## config.mk

```make
export PLATFORM = sky130hd
export DESIGN_NAME = nand_page_repack
export DESIGN_NICKNAME = d
export VERILOG_FILES = /design/src/rtl/nand_repack_pkg.sv /design/src/rtl/rp_position.sv /design/src/rtl/rp_addr_map.sv /design/src/rtl/rp_status_agg.sv /design/src/rtl/nand_page_repack.sv
export SDC_FILE = /design/constraint.sdc
export NUM_CORES = 1
export LEC_CHECK = 0
export ABC_AREA = 0
export BUFFER_PORTS_ARGS = -buffer_cell sky130_fd_sc_hd__clkbuf_2
export CAP_MARGIN = 20
export CORE_MARGIN = 2
export CORE_UTILIZATION = 60
export DETAILED_ROUTE_END_ITERATION = 6
export GPL_TIMING_DRIVEN = 0
export PLACE_DENSITY_LB_ADDON = 0.2
export RECOVER_POWER = 100
export SKIP_CTS_REPAIR_TIMING = 1
export SYNTH_ARGS = -nofsm -noshare
export SYNTH_HDL_FRONTEND = slang
export SYNTH_SLANG_ARGS = --single-unit
```

## constraint.sdc

```tcl
create_clock -name clk -period 3.9 [get_ports clk]
set_input_delay 0.39 -clock clk [delete_from_list [all_inputs] [get_ports clk]]
set_output_delay 0.39 -clock clk [all_outputs]
set_load 0.05 [all_outputs]
```

## src/rtl/nand_repack_pkg.sv

```systemverilog
package nand_repack_pkg;

  typedef enum logic [1:0] {
    RM_PAGE    = 2'd0,
    RM_SPARE   = 2'd1,
    RM_RAW     = 2'd2,
    RM_RAW_ALT = 2'd3
  } rp_mode_e;

  localparam int FLIP_W = 3;
  localparam logic [FLIP_W-1:0] UNCORR_FLIPS = 3'd5;

  // corrected count carried by one status word (0 when none flagged)
  function automatic logic [FLIP_W-1:0] rp_status_count(input logic [7:0] st);
    return st[3] ? ({1'b0, st[5:4]} + 3'd1) : 3'd0;
  endfunction

  function automatic logic rp_status_uncorr(input logic [7:0] st);
    return st[6];
  endfunction

endpackage

```

## src/rtl/rp_position.sv

```systemverilog
module rp_position #(
  parameter int SUB_BYTES = 528,
  parameter int SUBPAGES  = 4,
  localparam int BW = $clog2(SUB_BYTES),
  localparam int SW = $clog2(SUBPAGES)
) (
  input  logic          clk,
  input  logic          rst_n,
  input  logic          clear,
  input  logic          advance,
  output logic [SW-1:0] sub_idx,
  output logic [BW-1:0] byte_idx,
  output logic          sub_last_byte,
  output logic          page_last
);

  logic [SW-1:0] sub_q, sub_d;
  logic [BW-1:0] byte_q, byte_d;

  assign sub_last_byte = (byte_q == BW'(SUB_BYTES - 1));
  assign page_last     = sub_last_byte && (sub_q == SW'(SUBPAGES - 1));
  assign sub_idx       = sub_q;
  assign byte_idx      = byte_q;

  always_comb begin
    sub_d  = sub_q;
    byte_d = byte_q;
    if (clear) begin
      sub_d  = '0;
      byte_d = '0;
    end else if (advance) begin
      if (sub_last_byte) begin
        byte_d = '0;
        sub_d  = sub_q + SW'(1);
      end else begin
        byte_d = byte_q + BW'(1);
      end
    end
  end

  always_ff @(posedge clk or negedge rst_n) begin
    if (!rst_n) begin
      sub_q  <= '0;
      byte_q <= '0;
    end else begin
      sub_q  <= sub_d;
      byte_q <= byte_d;
    end
  end

  // offset within a subpage never leaves the subpage
  a_r1_offset_in_range: assert property (@(posedge clk) disable iff (!rst_n)
    byte_q < BW'(SUB_BYTES));

endmodule

```

## src/rtl/rp_addr_map.sv

```systemverilog
module rp_addr_map #(
  parameter int DATA_BYTES = 512,
  parameter int FREE_BYTES = 6,
  parameter int ECC_BYTES  = 10,
  parameter int SUBPAGES   = 4,
  localparam int SUB_BYTES   = DATA_BYTES + FREE_BYTES + ECC_BYTES,
  localparam int BW          = $clog2(SUB_BYTES),
  localparam int SW          = $clog2(SUBPAGES),
  localparam int DATA_AW     = $clog2(DATA_BYTES * SUBPAGES),
  localparam int SPARE_BYTES = (FREE_BYTES + ECC_BYTES) * SUBPAGES,
  localparam int SPW         = $clog2(SPARE_BYTES)
) (
  input  logic [SW-1:0]      sub_idx,
  input  logic [BW-1:0]      byte_idx,
  output logic               is_data,
  output logic [DATA_AW-1:0] data_addr,
  output logic [SPW-1:0]     spare_addr
);

  localparam int ECC_START   = DATA_BYTES + FREE_BYTES;
  localparam int ECC_SECTION = FREE_BYTES * SUBPAGES;

  int si, bi;
  assign si = int'(sub_idx);
  assign bi = int'(byte_idx);

  always_comb begin
    is_data   = (bi < DATA_BYTES);
    data_addr = DATA_AW'(si * DATA_BYTES + bi);
    if (bi < ECC_START)
      spare_addr = SPW'(si * FREE_BYTES + bi - DATA_BYTES);
    else
      spare_addr = SPW'(ECC_SECTION + si * ECC_BYTES + bi - ECC_START);
  end

endmodule

```

## src/rtl/rp_status_agg.sv

```systemverilog
module rp_status_agg
  import nand_repack_pkg::*;
(
  input  logic              clk,
  input  logic              rst_n,
  input  logic              clear,
  input  logic              sample,
  input  rp_mode_e          mode,
  input  logic [7:0]        status,
  output logic [FLIP_W-1:0] flips,
  output logic              fail
);

  logic [FLIP_W-1:0] flips_q, flips_d, cand;
  logic              fail_q, fail_d, unc;

  always_comb begin
    unc     = rp_status_uncorr(status);
    cand    = '0;
    fail_d  = fail_q;
    flips_d = flips_q;
    unique case (mode)
      RM_PAGE: begin
        cand = rp_status_count(status);
        if (sample && unc) fail_d = 1'b1;
      end
      RM_SPARE: cand = unc ? UNCORR_FLIPS : rp_status_count(status);
      default:  cand = '0;
    endcase
    if (sample && (cand > flips_q)) flips_d = cand;
    if (clear) begin
      flips_d = '0;
      fail_d  = 1'b0;
    end
  end

  always_ff @(posedge clk or negedge rst_n) begin
    if (!rst_n) begin
      flips_q <= '0;
      fail_q  <= 1'b0;
    end else begin
      flips_q <= flips_d;
      fail_q  <= fail_d;
    end
  end

  assign flips = flips_q;
  assign fail  = fail_q;

  // aggregated count never exceeds the uncorrectable substitute
  a_r4_flip_bound: assert property (@(posedge clk) disable iff (!rst_n)
    flips_q <= UNCORR_FLIPS);
  // a failure can only be recorded under full-page decode
  a_r5_fail_page_only: assert property (@(posedge clk) disable iff (!rst_n)
    fail_q |-> (mode == RM_PAGE));

endmodule

```

## src/rtl/nand_page_repack.sv

```systemverilog
module nand_page_repack
  import nand_repack_pkg::*;
#(
  parameter int DATA_BYTES = 512,
  parameter int FREE_BYTES = 6,
  parameter int ECC_BYTES  = 10,
  parameter int SUBPAGES   = 4,
  localparam int SUB_BYTES   = DATA_BYTES + FREE_BYTES + ECC_BYTES,
  localparam int BW          = $clog2(SUB_BYTES),
  localparam int SW          = $clog2(SUBPAGES),
  localparam int DATA_AW     = $clog2(DATA_BYTES * SUBPAGES),
  localparam int SPARE_BYTES = (FREE_BYTES + ECC_BYTES) * SUBPAGES,
  localparam int SPW         = $clog2(SPARE_BYTES)
) (
  input  logic               clk,
  input  logic               rst_n,
  input  logic               start,
  input  logic [1:0]         mode,
  input  logic               in_valid,
  input  logic [7:0]         in_byte,
  input  logic [7:0]         sub_status,
  output logic               dout_valid,
  output logic [DATA_AW-1:0] dout_addr,
  output logic [7:0]         dout_byte,
  input  logic [SPW-1:0]     spare_raddr,
  output logic [7:0]         spare_rdata,
  output logic               done,
  output logic [FLIP_W-1:0]  result_flips,
  output logic               result_fail
);

  logic               active_q, active_d;
  rp_mode_e           mode_q, mode_d;
  logic               start_take, accept;
  logic [SW-1:0]      sub_idx;
  logic [BW-1:0]      byte_idx;
  logic               sub_last_byte, page_last;
  logic               is_data;
  logic [DATA_AW-1:0] map_data_addr;
  logic [SPW-1:0]     map_spare_addr;
  logic               dout_en, spare_we;
  logic               dout_valid_q, done_q;
  logic [DATA_AW-1:0] dout_addr_q;
  logic [7:0]         dout_byte_q;
  logic [7:0]         spare_mem [SPARE_BYTES];

  assign start_take = start && !active_q;
  assign accept     = in_valid && active_q;
  assign dout_en    = accept && is_data && (mode_q != RM_SPARE);
  assign spare_we   = accept && !is_data;

  always_comb begin
    active_d = active_q;
    mode_d   = mode_q;
    if (start_take) begin
      active_d = 1'b1;
      mode_d   = rp_mode_e'(mode);
    end else if (accept && page_last) begin
      active_d = 1'b0;
    end
  end

  always_ff @(posedge clk or negedge rst_n) begin
    if (!rst_n) begin
      active_q <= 1'b0;
      mode_q   <= RM_PAGE;
    end else begin
      active_q <= active_d;
      mode_q   <= mode_d;
    end
  end

  rp_position #(.SUB_BYTES(SUB_BYTES), .SUBPAGES(SUBPAGES)) u_pos (
    .clk          (clk),
    .rst_n        (rst_n),
    .clear        (start_take),
    .advance      (accept),
    .sub_idx      (sub_idx),
    .byte_idx     (byte_idx),
    .sub_last_byte(sub_last_byte),
    .page_last    (page_last)
  );

  rp_addr_map #(
    .DATA_BYTES(DATA_BYTES), .FREE_BYTES(FREE_BYTES),
    .ECC_BYTES(ECC_BYTES), .SUBPAGES(SUBPAGES)
  ) u_map (
    .sub_idx   (sub_idx),
    .byte_idx  (byte_idx),
    .is_data   (is_data),
    .data_addr (map_data_addr),
    .spare_addr(map_spare_addr)
  );

  rp_status_agg u_agg (
    .clk   (clk),
    .rst_n (rst_n),
    .clear (start_take),
    .sample(accept && sub_last_byte),
    .mode  (mode_q),
    .status(sub_status),
    .flips (result_flips),
    .fail  (result_fail)
  );

  // registered data output with explicit enable
  always_ff @(posedge clk or negedge rst_n) begin
    if (!rst_n) begin
      dout_valid_q <= 1'b0;
      done_q       <= 1'b0;
    end else begin
      dout_valid_q <= dout_en;
      done_q       <= accept && page_last;
    end
  end

  always_ff @(posedge clk or negedge rst_n) begin
    if (!rst_n) begin
      dout_addr_q <= '0;
      dout_byte_q <= '0;
    end else if (dout_en) begin
      dout_addr_q <= map_data_addr;
      dout_byte_q <= in_byte;
    end
  end

  // regrouped spare storage, no reset (filled before use)
  always_ff @(posedge clk) begin
    if (spare_we) spare_mem[map_spare_addr] <= in_byte;
  end

  assign spare_rdata  = spare_mem[spare_raddr];
  assign dout_valid   = dout_valid_q;
  assign dout_addr    = dout_addr_q;
  assign dout_byte    = dout_byte_q;
  assign done         = done_q;

  // completion is a single-cycle pulse
  a_r8_done_single: assert property (@(posedge clk) disable iff (!rst_n)
    done_q |=> !done_q);
  // completion closes the page
  a_r8_done_closes: assert property (@(posedge clk) disable iff (!rst_n)
    done_q |-> !active_q);
  // spare-only decode never emits data and never fails
  a_r6_no_data_spare: assert property (@(posedge clk) disable iff (!rst_n)
    dout_valid_q |-> (mode_q != RM_SPARE));
  a_r6_spare_no_fail: assert property (@(posedge clk) disable iff (!rst_n)
    (done_q && mode_q == RM_SPARE) |-> !result_fail);
  // raw transfer always reports a clean page
  a_r7_raw_clean: assert property (@(posedge clk) disable iff (!rst_n)
    (done_q && (mode_q == RM_RAW || mode_q == RM_RAW_ALT))
      |-> (result_flips == '0 && !result_fail));
  // mode is frozen while a page is open
  a_r9_mode_frozen: assert property (@(posedge clk) disable iff (!rst_n)
    $past(active_q) && active_q |-> $stable(mode_q));

endmodule

```

==> results.txt <==
Port Buf Inserts - 54
io pins - 61
placed cells - 1,762
final hold violations - 1
register area share after synthesis - 72.4%
Final Cycle Share - 98.2%
post-synthesis cell area - 0.0226 mm²
Arr. time, crit path - 4.12 ns
DIE AREA - 0.0393 mm²
Fin Hold WS - -0.00219 ns
DP Worst Slack - -0.312 ns
most common cell after layout, fill and taps aside - edfxtp_1
Clock Tree Root - clkbuf_16
sequential cell area - 0.0164 mm²
Clk network pwr share - 36.0%
switching share of total power - 27.4%
outcome - finished with violations
htree depth - 2
worst min-delay path category - input pin to register
commonest cells after routing, fill and taps aside - edfxtp_1 (512), mux4_2 (121), clkbuf_1 (90)
Post-Syn Instances - 1,160
largest net degree at the start of global routing - 66
PD cells - 543 mW/mm²
Area Growth Syn to Fin - 13.0%
VDD IR max - 0.000507 V
synth warn - 0
Die H - 198 µm
commonest register cell after synthesis - edfxtp_1
most frequent CP cell - ha_1
FF-to-FF Start - u_pos.byte_idx[3]
Cell variety after synth - 54
Initial Utilization - 60.5%
fin cells - 1,868
CP Class - register to register
MaxCap Viol Count - 10
Psw - 3.80 mW
DRC errors left - 0
vias per cell - 6.44
vias in the first global route - 12,200
Worst Path Max Fanout - 10
top-area cell type share of the netlist area - 68.0%
Worst Setup End Kind - register
nets@finish - 1,361
Pwr Total - 13.9 mW
Max Freq - 261 MHz
FF+latch count, synth - 552
fin. max-slew vios - 410
routed via count - 12,000
EDFF count, synth - 512
DIE WIDTH - 198 µm
Hold Path Cell Cnt - 3
register share of total power - 47.8%
placer congestion estimate - 0.827
hold wc startpoint - mode[1]
DR WL/cell - 28.1 µm
worst rel slew slack - -56.1%
Setup crit start kind - register
worst path required time - 4.19 ns
syn nets - 1,209
Slowest-stage cell, CP - a211oi_1
min Tclk post-route - 3.83 ns
Gate power share - 16.1%
Worst Clk Skew - 0.0168 ns
Design Area, Final - 0.0255 mm²
Worst Hold Endpoint - mode_q[1]
P_int - 10.1 mW
All-Layer GR Usage - 27.7%
clock-pin slew on the worst setup and hold paths - 0.06 ns
FF-to-FF path depth - 9
FILL cells - 2,403
Slew @ Worst Pin - 2.34 ns
TritonRoute pass-1 iters - 7
worst r2r dst - spare_mem[7][5]
failing checks - hold timing, capacitance limit, slew limit
initial drt markers - 1,391
Max stage delay on crit path - 0.72 ns
Post-DP HPWL - 35,400 µm
reg2reg setup slack - 0.07 ns
Routed Antenna Nets - 0
ys async rst share - 7.25%
post-synth top area cell - edfxtp_1
Syn Area/Cell - 19.5 µm²
multi-input logic area - 0.00593 mm²
GRT overflow - 0
TritonCTS clock tree - done
P_leak - 8.20 nW
CTS buffer count - 54
RSZ-0062 raised after global routing - yes
initial antenna violation count - 1
num rows - 71
Cell Area, Placed - 0.0240 mm²
Final WS setup - 0.0692 ns
worst-path cell chain - ha_1 -> ha_1 -> a21o_1 -> a21oi_1 -> xor2_1 -> nand2_1 -> clkbuf_2 -> a211oi_1 -> buf_2
TritonCTS Sinks - 552
Synth area leaders - edfxtp_1 (68%), mux4_2 (12%), dfrtp_1 (4.4%)
clk_lat worst skew - 0.60 ns
share of layout cells above drive strength 1 - 26.5%
final WL - 52,600 µm
core area - 0.0374 mm²
endpoints failing setup - 0
first-pass GRT wire length - 76,900 µm
clk buf depth - 3
[sequential cells by signal (all words and copies together) (netlist names)]
| register | cells |
|---|---|
| spare_mem | 512 |
| u_pos.byte_idx | 10 |
| active_q | 1 |
| u_pos.sub_idx | 2 |
| dout_byte | 8 |
| mode_q | 2 |
| dout_valid | 1 |
| dout_addr | 11 |
| u_agg.fail | 1 |
| done | 1 |
| u_agg.flips | 3 |
[layer usage]
metal	routed length, µm	vias to the layer above	track usage (%)
met1	20600	6236	38.4
li1	-	5115	-
met4	1620	0	10.0
met3	4610	104	5.42
met2	25700	584	44.7
met5	0	-	0
[critical path: cells and delay by family (launching register included)]
kind / cells / cell delay (ns)
buffers and inverters: 2 / 0.65
flip-flops: 1 / 0.60
AO/OA/AOI/OAI: 3 / 1.14
adder cells (fa/ha/maj): 2 / 0.66
AND/OR/NAND/NOR: 1 / 0.25
XOR/XNOR: 1 / 0.21
[power groups by stage]
stage	Sequential (mW)	Combinational, mW	Clock, mW
floorplan	6.89	1.41	0
global route	6.65	2.37	5.28
detailed placement	6.76	2.24	0
global placement	6.77	2.09	0
finish	6.64	2.24	5.00
CTS	6.64	2.25	5.05
[how the worst max path moves through the flow]
stage / startpoint / end / slack, ns / cells past startpoint
after global routing: u_pos.byte_idx[3] / spare_mem[7][5] / -0.09 / 9
after floorplan: spare_raddr[2] / spare_rdata[5] / 0.51 / 8
after CTS: spare_raddr[2] / spare_rdata[5] / -0.31 / 9
after global placement: spare_raddr[2] / spare_rdata[5] / -0.35 / 9
final: u_pos.byte_idx[3] / spare_mem[7][5] / 0.07 / 9
after detailed placement: spare_raddr[2] / spare_rdata[5] / -0.31 / 9
[metrics by stage]
| stage | utilization (%) | setup TNS (ns) |
|---|---|---|
| finish | 68.3 | 0 |
| global route | 68.3 | -3.75 |
| CTS | 68.6 | -1.35 |
| detailed placement | 64.1 | -1.31 |
| global placement | 62.9 | -16.06 |
| floorplan | - | 0 |
[logic make-up after synthesis]
family / count (synthesis) / synth area share (%)
muxes: 176 / 14.7
buffers and inverters: 85 / 1.83
DFF: 552 / 72.4
and+or+nand+nor: 146 / 3.50
xor gates and xnor gates: 13 / 0.503
adders and majority gates: 21 / 1.23
AOI/OAI and AO/OA: 167 / 5.85
[cell usage after synthesis (all sizes together) (2+ instances only)]
library cell and instances:
a2111oi 2, a211oi 76, a21o 2, a21oi 17, a221o 4, a221oi 3, a22o 2, a22oi 19
and2 6, and3 8, buf 41, clkbuf 26, dfrtp 40, edfxtp 512, fa 2, ha 19
inv 18, mux2 32, mux2i 23, mux4 121, nand2 27, nand2b 4, nand3 22, nor2 29
nor2b 18, nor3 21, nor3b 2, nor4 3, o211ai 5, o21a 2, o21ai 23, o22ai 6
o31ai 2, o41ai 2, or4 2, xnor2 10, xor2 3
[cell type report]
cell class	count	share of cell area, %
clock buffer	73	5.82
antenna	1	0.00980
sequential	552	64.1
inverter	18	0.264
timing repair buffer	96	1.89
buffer	67	1.39
clock inverter	27	0.808
multi-input combinational	523	23.2
tap	511	2.50
Power figures use the tool's default switching activity.
